**src/rtl/ddr2i_pkg.sv**
```systemverilog
package ddr2i_pkg;

    typedef enum logic [3:0] {
        ST_PWRUP,
        ST_PREA_A,
        ST_EMR2,
        ST_EMR3,
        ST_EMR1_DLL,
        ST_MR_RST,
        ST_PREA_B,
        ST_REF,
        ST_MR_OP,
        ST_EMR1_SET,
        ST_EMR1_CLR,
        ST_FINISH,
        ST_IDLE
    } seq_state_e;

    typedef enum logic [1:0] {
        CMD_NOP,
        CMD_PREA,
        CMD_REF,
        CMD_MODE
    } dram_cmd_e;

    // Address bit positions that the device decodes during start-up
    localparam int BIT_DLL_OFF = 0;
    localparam int BIT_OCD_LO  = 7;
    localparam int BIT_DLL_RST = 8;
    localparam int BIT_OCD_HI  = 9;
    localparam int BIT_ALLBANK = 10;

endpackage

```
**src/rtl/ddr2i_wait_timer.sv**
```systemverilog
module ddr2i_wait_timer #(
    parameter int             W       = 8,
    parameter logic [W-1:0]   RST_VAL = '0
) (
    input  logic         clk,
    input  logic         rst_n,
    input  logic         load,
    input  logic [W-1:0] load_val,
    output logic         zero
);
    logic [W-1:0] cnt_d, cnt_q;

    always_comb begin
        if (load)
            cnt_d = load_val;
        else if (cnt_q != '0)
            cnt_d = cnt_q - W'(1);
        else
            cnt_d = cnt_q;
    end

    always_ff @(posedge clk or negedge rst_n) begin
        if (!rst_n) cnt_q <= RST_VAL;
        else        cnt_q <= cnt_d;
    end

    assign zero = (cnt_q == '0);
endmodule

```
**src/rtl/ddr2i_cmd_enc.sv**
```systemverilog
module ddr2i_cmd_enc
    import ddr2i_pkg::*;
(
    input  dram_cmd_e   cmd,
    output logic [3:0]  pins   // {cs_n, ras_n, cas_n, we_n}
);
    always_comb begin
        case (cmd)
            CMD_PREA: pins = 4'b0010;
            CMD_REF:  pins = 4'b0001;
            CMD_MODE: pins = 4'b0000;
            default:  pins = 4'b0111;
        endcase
    end
endmodule

```
**src/rtl/ddr2_init_seq.sv**
```systemverilog
module ddr2_init_seq
    import ddr2i_pkg::*;
#(
    parameter int ADDR_W        = 14,
    parameter int T_PWRUP       = 40000,
    parameter int T_CKE_NOP     = 80,
    parameter int T_RP          = 3,
    parameter int T_MRD         = 2,
    parameter int T_RFC         = 26,
    parameter int RELOCK_CYCLES = 200,
    parameter int REF_COUNT     = 2
) (
    input  logic              clk,
    input  logic              rst_n,
    input  logic [ADDR_W-1:0] cfg_mr,
    input  logic [ADDR_W-1:0] cfg_emr1,
    input  logic [ADDR_W-1:0] cfg_emr2,
    input  logic [ADDR_W-1:0] cfg_emr3,
    output logic              cke,
    output logic              cs_n,
    output logic              ras_n,
    output logic              cas_n,
    output logic              we_n,
    output logic [2:0]        ba,
    output logic [ADDR_W-1:0] addr,
    output logic              init_done
);
    localparam int M1       = (T_PWRUP > T_CKE_NOP) ? T_PWRUP : T_CKE_NOP;
    localparam int M2       = (T_RP > T_MRD) ? T_RP : T_MRD;
    localparam int M3       = (M2 > T_RFC) ? M2 : T_RFC;
    localparam int MAX_WAIT = (M1 > M3) ? M1 : M3;
    localparam int CNT_W    = $clog2(MAX_WAIT + 1);
    localparam int RL_W     = $clog2(RELOCK_CYCLES + 1);
    localparam int REF_W    = $clog2(REF_COUNT + 1);
    localparam int TOP_BIT  = ADDR_W - 1;

    typedef struct packed {
        seq_state_e        state;
        logic              cke;
        logic [3:0]        pins;
        logic [2:0]        ba;
        logic [ADDR_W-1:0] addr;
        logic              done;
        logic [REF_W-1:0]  ref_left;
    } seq_regs_t;

    seq_regs_t   r_d, r_q;
    dram_cmd_e   cmd;
    logic [3:0]  enc_pins;
    logic        wt_load, wt_zero, rl_load, rl_zero, go;
    logic [CNT_W-1:0] wt_val;
    logic [2:0]        ba_n;
    logic [ADDR_W-1:0] addr_n;
    logic [ADDR_W-1:0] w_mr, w_e1, w_e2, w_e3;

    ddr2i_wait_timer #(.W(CNT_W), .RST_VAL(CNT_W'(T_PWRUP - 1))) u_gap (
        .clk(clk), .rst_n(rst_n), .load(wt_load), .load_val(wt_val), .zero(wt_zero)
    );

    ddr2i_wait_timer #(.W(RL_W), .RST_VAL('0)) u_relock (
        .clk(clk), .rst_n(rst_n), .load(rl_load),
        .load_val(RL_W'(RELOCK_CYCLES - 1)), .zero(rl_zero)
    );

    ddr2i_cmd_enc u_enc (.cmd(cmd), .pins(enc_pins));

    always_comb begin
        // reserved top bit is always written as zero
        w_mr = cfg_mr;     w_mr[TOP_BIT] = 1'b0;
        w_e1 = cfg_emr1;   w_e1[TOP_BIT] = 1'b0;
        w_e2 = cfg_emr2;   w_e2[TOP_BIT] = 1'b0;
        w_e3 = cfg_emr3;   w_e3[TOP_BIT] = 1'b0;

        r_d     = r_q;
        cmd     = CMD_NOP;
        ba_n    = 3'd0;
        addr_n  = '0;
        wt_load = 1'b0;
        wt_val  = '0;
        rl_load = 1'b0;
        go      = wt_zero && ((r_q.state != ST_EMR1_SET) || rl_zero);

        if (go) begin
            case (r_q.state)
                ST_PWRUP: begin
                    r_d.cke   = 1'b1;
                    wt_load   = 1'b1;
                    wt_val    = CNT_W'(T_CKE_NOP - 1);
                    r_d.state = ST_PREA_A;
                end
                ST_PREA_A, ST_PREA_B: begin
                    cmd                 = CMD_PREA;
                    addr_n[BIT_ALLBANK] = 1'b1;
                    wt_load             = 1'b1;
                    wt_val              = CNT_W'(T_RP - 1);
                    r_d.ref_left        = REF_W'(REF_COUNT);
                    r_d.state           = (r_q.state == ST_PREA_A) ? ST_EMR2 : ST_REF;
                end
                ST_EMR2: begin
                    cmd = CMD_MODE; ba_n = 3'd2; addr_n = w_e2;
                    wt_load = 1'b1; wt_val = CNT_W'(T_MRD - 1);
                    r_d.state = ST_EMR3;
                end
                ST_EMR3: begin
                    cmd = CMD_MODE; ba_n = 3'd3; addr_n = w_e3;
                    wt_load = 1'b1; wt_val = CNT_W'(T_MRD - 1);
                    r_d.state = ST_EMR1_DLL;
                end
                ST_EMR1_DLL: begin
                    cmd = CMD_MODE; ba_n = 3'd1; addr_n = w_e1;
                    addr_n[BIT_DLL_OFF] = 1'b0;
                    addr_n[BIT_OCD_HI:BIT_OCD_LO] = 3'b000;
                    wt_load = 1'b1; wt_val = CNT_W'(T_MRD - 1);
                    r_d.state = ST_MR_RST;
                end
                ST_MR_RST: begin
                    cmd = CMD_MODE; ba_n = 3'd0; addr_n = w_mr;
                    addr_n[BIT_DLL_RST] = 1'b1;
                    wt_load = 1'b1; wt_val = CNT_W'(T_MRD - 1);
                    rl_load = 1'b1;
                    r_d.state = ST_PREA_B;
                end
                ST_REF: begin
                    cmd = CMD_REF;
                    wt_load = 1'b1; wt_val = CNT_W'(T_RFC - 1);
                    r_d.ref_left = r_q.ref_left - REF_W'(1);
                    if (r_q.ref_left <= REF_W'(1)) r_d.state = ST_MR_OP;
                end
                ST_MR_OP: begin
                    cmd = CMD_MODE; ba_n = 3'd0; addr_n = w_mr;
                    addr_n[BIT_DLL_RST] = 1'b0;
                    wt_load = 1'b1; wt_val = CNT_W'(T_MRD - 1);
                    r_d.state = ST_EMR1_SET;
                end
                ST_EMR1_SET, ST_EMR1_CLR: begin
                    cmd = CMD_MODE; ba_n = 3'd1; addr_n = w_e1;
                    addr_n[BIT_OCD_HI:BIT_OCD_LO] =
                        (r_q.state == ST_EMR1_SET) ? 3'b111 : 3'b000;
                    wt_load = 1'b1; wt_val = CNT_W'(T_MRD - 1);
                    r_d.state = (r_q.state == ST_EMR1_SET) ? ST_EMR1_CLR : ST_FINISH;
                end
                ST_FINISH: begin
                    r_d.done  = 1'b1;
                    r_d.state = ST_IDLE;
                end
                default: ;
            endcase
        end

        r_d.pins = enc_pins;
        r_d.ba   = ba_n;
        r_d.addr = addr_n;
    end

    always_ff @(posedge clk or negedge rst_n) begin
        if (!rst_n) begin
            r_q.state    <= ST_PWRUP;
            r_q.cke      <= 1'b0;
            r_q.pins     <= 4'b0111;
            r_q.ba       <= 3'd0;
            r_q.addr     <= '0;
            r_q.done     <= 1'b0;
            r_q.ref_left <= '0;
        end else begin
            r_q <= r_d;
        end
    end

    assign cke                      = r_q.cke;
    assign {cs_n, ras_n, cas_n, we_n} = r_q.pins;
    assign ba                       = r_q.ba;
    assign addr                     = r_q.addr;
    assign init_done                = r_q.done;
endmodule

```
**config.mk**
```make
export PLATFORM = sky130hd
export DESIGN_NAME = ddr2_init_seq
export DESIGN_NICKNAME = d
export VERILOG_FILES = /design/src/rtl/ddr2i_pkg.sv /design/src/rtl/ddr2i_wait_timer.sv /design/src/rtl/ddr2i_cmd_enc.sv /design/src/rtl/ddr2_init_seq.sv
export SDC_FILE = /design/constraint.sdc
export NUM_CORES = 1
export LEC_CHECK = 0
export BUFFER_PORTS_ARGS = -buffer_cell sky130_fd_sc_hd__buf_2
export CORE_UTILIZATION = 45
export CTS_BUF_LIST = sky130_fd_sc_hd__clkbuf_8
export DETAILED_ROUTE_END_ITERATION = 10
export PLACE_DENSITY = 0.69
export REMOVE_ABC_BUFFERS = 1
export SYNTH_ARGS = -nofsm -noshare
export SYNTH_HDL_FRONTEND = slang
export SYNTH_SLANG_ARGS = --single-unit
```
**constraint.sdc**
```tcl
create_clock -name clk -period 3.8 [get_ports clk]
set_clock_uncertainty 0.05 [all_clocks]
set_input_delay 0 -clock clk [delete_from_list [all_inputs] [get_ports clk]]
set_output_delay 0 -clock clk [all_outputs]
set_load 0.01 [all_outputs]
```
==> results.toml, run 1 <==
[floorplanning]
rows = 30
fp.dieW_microns = 85.6
core-area_sq_mm = 0.00676
num_io_pins = 81
dieArea_sq_mm = 0.00732
initial_core_util = 0.465
die_h_microns = 85.6

[setup_path]
arrival_ns = 3.43
cpMostUsedCell = "a21oi_1"
crit_type = "reg2reg"
cp_slowest_cell = "dfrtp_1"
max_stage_delay_ns = 0.90
crit_fanout = 29
critPathCaptureType = "register"
crit_family = "compound AO/OA/AOI/OAI gates"
start_kind = "register"
worstPathRequired_ns = 3.99
path_cells = "or3b_2, a21oi_1, a22oi_1, a21oi_1, dlygate4sd3_1"
cp_num_buf_inv = 1

[logic_synthesis]
synth_area_leaders = "dfrtp_1, dfstp_2, buf_4"
synth_cells = 327
synth_top_area_share = 0.295
ys_seq_elements = 50
synth-async-reset-ratio = 1.00
ys.flop_type = "dfrtp_1"
seq_area_frac_synth = 0.403
yosysWarnings = 0
syn-cell-area_sq_mm = 0.00314
yosysUniqueCellTypes = 61
syn_area_per_cell_sq_um = 9.61
synth_edf_count = 0
yosysTopAreaCell = "dfrtp_1"

[timing]
final.min_clock_period_ns = 3.24
period_share = 0.851
setup_viol_count_final = 0
slew_headroom = 0.377
slew_viol_final = 0
timing.final.ws_setup_ns = 0.565
max_clock_freq_mhz = 309
finalHoldViolCount = 0
fin_setup_tns_ns = 0
rsz0062_at_grt = "false"
worst_pin_slew_ns = 0.935

[grt]
overflow = 0
gr-usage-met3 = 0.0395
grt-busiest-layer = "met2"
grt_pass1_vias = 2622
antenna_found_initial = 0
grt_max_degree = 51
use_met2 = 0.370
use_met1 = 0.244
grt_pass1_wl_microns = 11900
gr-usage-all-layers = 0.203

[pwr]
switchingPower_uw = 192
leakage_uw = 0.00174
combPwrFrac = 0.058
power.density_mw_per_mm2 = 242
seqPwrFrac = 0.592
ir_worst_vdd_v = 0.000148
power.internal_uw = 708
clkPwrFrac = 0.350
p_sw_frac = 0.213

[detailed_routing]
via_count = 2642
route.detailed.drc = 0
viasPerCell = 5.54
wl_microns = 7130
drt-initial-drc-count = 138
route.detailed.wl_per_inst_microns = 15.0
antenna_left = 0
detailedRoute.firstPassIterationCount = 4

[finish]
diodes = 0
drive_gt1_frac = 0.310
area_growth_pct = 18.3
fillers = 622
final_common_cell = "buf_2"
fin_nets = 458
final_cell_mix = "buf_2, dfrtp_1, a21oi_1, dlygate4sd3_1, nand2_1"

[placement]
gp_congestion = 0.788
dpl_worst_slack_ns = 1.16
hpwl_microns = 4690
portBuffers = 69

[clocking]
worstSkewPairLatency_ns = 0.30
numCtsBuffers = 5
cts.sinks = 50
cts.htree.levels = 2
cts.clk_slew.worst_paths_ns = 0.09
clockBufferDepth = 2
cts-root-buf = "clkbuf_8"
cts_resized = 0
cts_tree = "done"

[run]
cap_violations = 0

[hold_path]
hold_path_class = "in2reg"

[status]
status = "complete, no violations"
-- routing by layer --
layer	wire length, microns	part of all wire
met1	3180	0.45
met2	3510	0.49
met3	372	0.052
met4	68	0.0095
met5	0	0
-- area by class of cell --
cell class | instances | area (sq um) | area share
Timing Repair Buffer | 95 | 601 | 0.162
Sequential cell | 50 | 1270 | 0.341
Multi-Input combinational cell | 238 | 1640 | 0.440
Tap cell | 80 | 100 | 0.0269
Inverter | 6 | 22.5 | 0.00606
Clock inverter | 2 | 8.76 | 0.00236
Clock buffer | 6 | 82.6 | 0.0222
-- tightest hold or removal path: stages --
cell,delay [ns]
buf_2,0.08
a22oi_1,0.08
a21oi_1,0.15
-- stage by stage --
step	utilization	power (uW)	instance area, sq um	cells	hold WS, ns
CTS	0.550	910	3720	477	0.000238
global route	0.550	936	3720	477	0.0166
finish	0.550	900	3720	477	0.00496
detailed placement	0.501	585	3390	445	0.103
global placement	0.501	584	3390	445	0.104
floorplan	-	549	2930	294	-0.346
-- registers in the layout, indices dropped and copies added (netlist names) --
| name | cells |
|---|---|
| u_gap.cnt_q | 16 |
| addr | 13 |
| u_relock.cnt_q | 8 |
| r_q | 6 |
| ba | 2 |
| cas_n | 1 |
| cke | 1 |
| init_done | 1 |
| ras_n | 1 |
| we_n | 1 |
-- synth_stat cells, drive strengths merged, types with 3 or more instances --
| cell type | number |
|---|---|
| or3b | 5 |
| nand3b | 7 |
| ha | 4 |
| xor2 | 5 |
| nor4 | 5 |
| a22oi | 8 |
| a31oi | 4 |
| inv | 6 |
| nor3b | 5 |
| mux2i | 3 |
| xnor2 | 10 |
| mux2 | 12 |
| and3b | 3 |
| dfstp | 13 |
| or3 | 5 |
| nand2b | 5 |
| o21ai | 19 |
| a21o | 9 |
| nor3 | 12 |
| and2 | 3 |
| nor2 | 20 |
| clkbuf | 3 |
| nor2b | 4 |
| nand3 | 11 |
| a211oi | 3 |
| nand2 | 21 |
| a21oi | 27 |
| buf | 32 |
| nand4 | 3 |
| dfrtp | 37 |
-- power groups by stage --
stage | registers, uW | logic [uW] | clock network, uW
2_1_floorplan | 542 | 6.12 | 0
4_1_cts | 532 | 53.7 | 324
5_1_grt | 532 | 60.0 | 344
3_5_place_dp | 542 | 42.4 | 0
3_3_place_gp | 542 | 41.6 | 0
6_report | 532 | 52.5 | 315
-- path summary, 6_finish.rpt --
| kind | startpoint | endpoint | slack, ns | cells past startpoint |
|---|---|---|---|---|
| worst max-delay path | r_q[28]$_DFFE_PN0P_ | addr[2]$_DFF_PN0_ | 0.56 | 5 |
| worst min-delay path | cfg_mr[11] | addr[11]$_DFF_PN0_ | 0.005 | 3 |
| worst max register to register | r_q[28]$_DFFE_PN0P_ | addr[2]$_DFF_PN0_ | 0.56 | 5 |
| worst min register to register | cke$_DFFE_PN0P_ | cke$_DFFE_PN0P_ | 0.42 | 1 |
| max in group asynchronous | rst_n | addr[8]$_DFF_PN0_ | 3.00 | 3 |
| min in group asynchronous | rst_n | addr[10]$_DFF_PN0_ | 0.28 | 3 |
-- repair_timing --
item | in CTS | in global routing
hold buffers | 24 | 0
endpoints found under the hold margin | 50 | 0
buffers inserted | 0 | 0
-- kinds of logic (layout without fill, tap and decap cells) --
logic type | count (synthesis) | in the layout | synth area share
AO/OA/AOI/OAI | 82 | 82 | 0.166
XOR/XNOR | 15 | 15 | 0.0418
adder cells (fa/ha/maj) | 4 | 4 | 0.0159
buffers and inverters | 41 | 109 | 0.0788
flip-flops | 50 | 50 | 0.403
multiplexers | 15 | 15 | 0.0525
other | 1 | 3 | 0.00119
AND/OR/NAND/NOR | 119 | 119 | 0.240
Note: power is estimated with default switching activity, not from simulation.
==> inputs of run 2 (changes only) <==
--- a/config.mk
+++ b/config.mk
@@ -9,7 +9,7 @@
 export CORE_UTILIZATION = 45
 export CTS_BUF_LIST = sky130_fd_sc_hd__clkbuf_8
 export DETAILED_ROUTE_END_ITERATION = 10
-export PLACE_DENSITY = 0.69
+export PLACE_DENSITY = 0.73
 export REMOVE_ABC_BUFFERS = 1
 export SYNTH_ARGS = -nofsm -noshare
 export SYNTH_HDL_FRONTEND = slang
==> constraint.sdc (replaced) <==
create_clock -name clk -period 3.1 [get_ports clk]
set_clock_uncertainty 0.05 [all_clocks]
set_input_delay 0 -clock clk [delete_from_list [all_inputs] [get_ports clk]]
set_output_delay 0 -clock clk [all_outputs]
set_load 0.01 [all_outputs]
==> run 2 against run 1 <==
  * Register-to-register slack got worse by 0.22 ns
  * Via count decreased by 0.98%
  * Clock-buffer cell count unchanged
  * Worst setup slack got worse by 0.22 ns
  * Sequential power increased by 23%
  * First-iteration DRC count increased by 9.4%
  * Die area unchanged
  * Utilization increased by 0.48 points
  * Largest power group unchanged
==> results.toml, run 2 (synthesized netlist as in run 1, its figures left out) <==
[status]
status = "complete, no violations"

[setup_path]
reg2reg_depth = 5
critPathCaptureType = "register"
worstReg2RegStart = "r_q[26]$_DFFE_PN0P_"
crit_fanout = 31
path_cells = "or3b_1, a21oi_1, o21ai_0, a31oi_1, dlygate4sd3_1"
r2r_setup_slack_ns = 0.35
cp_slowest_cell = "dfrtp_1"
crit_path_start = "r_q[26]$_DFFE_PN0P_"
cp_num_buf_inv = 1
arrival_ns = 2.94
crit_family = "compound AO/OA/AOI/OAI gates"
start_kind = "register"
max_stage_delay_ns = 0.71
worstPathRequired_ns = 3.29
r2r_end = "addr[10]$_DFF_PN0_"
crit_type = "reg2reg"

[placement]
hpwl_microns = 4650
placed_area_sq_mm = 0.00341
portBuffers = 69
place_inst = 448
gp_congestion = 0.792

[grt]
gr-usage-all-layers = 0.198
grt_pass1_vias = 2658
grt_max_degree = 47
grt_pass1_wl_microns = 11700
overflow = 0
antenna_found_initial = 0

[timing]
slew_headroom = 0.324
fin_setup_tns_ns = 0
final.min_clock_period_ns = 2.75
setup_viol_count_final = 0
rsz0062_at_grt = "false"
finalHoldViolCount = 0
worst_pin_slew_ns = 1.01
slew_viol_final = 0
whs_ns = 0.0400
max_clock_freq_mhz = 363
period_share = 0.888

[detailed_routing]
via_count = 2616
viasPerCell = 5.44
route.detailed.wl_per_inst_microns = 14.0
route.detailed.drc = 0
drt-initial-drc-count = 151
wl_met3_microns = 313
top_layer = "met4"
detailedRoute.firstPassIterationCount = 4
wl_met1_microns = 3000
antenna_left = 0
wl_microns = 6750
wl_met2_microns = 3360

[pwr]
p_sw_frac = 0.216
seqPwrFrac = 0.590
clkPwrFrac = 0.352
combPwrFrac = 0.058
ir_worst_vdd_v = 0.000138
power.internal_uw = 868
leakage_uw = 0.00176
power.density_mw_per_mm2 = 295
switchingPower_uw = 239

[clocking]
cts.htree.levels = 2
cts_tree = "done"
cts.sinks = 50
cts_resized = 0
cts.clk_slew.worst_paths_ns = 0.09
worstSkewPairLatency_ns = 0.31
clockBufferDepth = 2
numCtsBuffers = 5
cts-root-buf = "clkbuf_8"

[finish]
top_regs = "u_gap.cnt_q x16, addr x13, u_relock.cnt_q x8"
final_cell_count_no_fill = 481
diodes = 0
drive_gt1_frac = 0.314
final_cell_area_sq_mm = 0.00375
final_cell_mix = "buf_2, dfrtp_1, a21oi_1, dlygate4sd3_1, nand2_1"
fillers = 601
fin_nets = 462
top_register = "u_gap.cnt_q"
area_growth_pct = 19.3
final_common_cell = "buf_2"
largest_reg_flops = 16

[floorplanning]
fp.dieW_microns = 85.6
core-area_sq_mm = 0.00676
dieArea_sq_mm = 0.00732
rows = 30
die_h_microns = 85.6
initial_core_util = 0.465
num_io_pins = 81

[hold_path]
hold_path_class = "in2reg"
worstHoldStart = "cfg_emr1[0]"
hold_depth = 4
min_to = "addr[0]$_DFF_PN0_"

[run]
cap_violations = 0
## run 2: worst reg2reg max path, cell delays in order (launching register included)
cell	delay (ns)
dfrtp_1	0.71
or3b_1	0.50
a21oi_1	0.53
o21ai_0	0.16
a31oi_1	0.18
dlygate4sd3_1	0.57
## run 2: metal layers
| layer | vias to the layer above | track usage |
|---|---|---|
| li1 | 1305 | - |
| met1 | 1236 | 0.243 |
| met2 | 66 | 0.355 |
| met3 | 9 | 0.0375 |
| met4 | 0 | 0.0561 |
| met5 | - | 0 |
## run 2: per-stage QoR
| step | total power [uW] | setup slack (ns) | utilization |
|---|---|---|---|
| final | 1110 | 0.347 | 0.555 |
| after global routing | 1150 | 0.0962 | 0.555 |
| after CTS | 1120 | 0.379 | 0.555 |
| after detailed placement | 717 | 0.932 | 0.504 |
| after global placement | 715 | 0.946 | 0.504 |
| after floorplan | 672 | 0.959 | - |
## run 2: cell type report
class | instances | area, sq um | area share
sequential | 50 | 1270 | 0.338
tap | 80 | 100 | 0.0267
timing repair buffer | 99 | 633 | 0.169
inverter | 6 | 22.5 | 0.00601
clock inverter | 2 | 8.76 | 0.00234
clock buffer | 6 | 82.6 | 0.0220
multi-input combinational | 238 | 1640 | 0.436
## run 2: repair_timing
| item | 4_1_cts | 5_1_grt |
|---|---|---|
| setup buffers | 0 | 0 |
| hold endpoints to repair | 50 | 0 |
| setup endpoints to repair | 0 | 0 |
| hold buffers | 25 | 0 |
## run 2: power by group through the flow
stage	clock network (uW)	logic, uW	registers (uW)
after detailed placement	0	51.9	665
final	389	64.6	653
after global placement	0	50.7	665
after floorplan	0	7.50	665
after global routing	428	72.5	653
after CTS	402	65.4	653
## run 2: worst max path at each step
stage,endpoint,slack [ns],cells after the start
finish,addr[10]$_DFF_PN0_,0.35,5
global route,addr[10]$_DFF_PN0_,0.1,5
CTS,addr[12]$_DFF_PN0_,0.38,5
detailed placement,addr[12]$_DFF_PN0_,0.93,4
global placement,addr[10]$_DFF_PN0_,0.95,4
floorplan,addr[11]$_DFF_PN0_,0.96,4
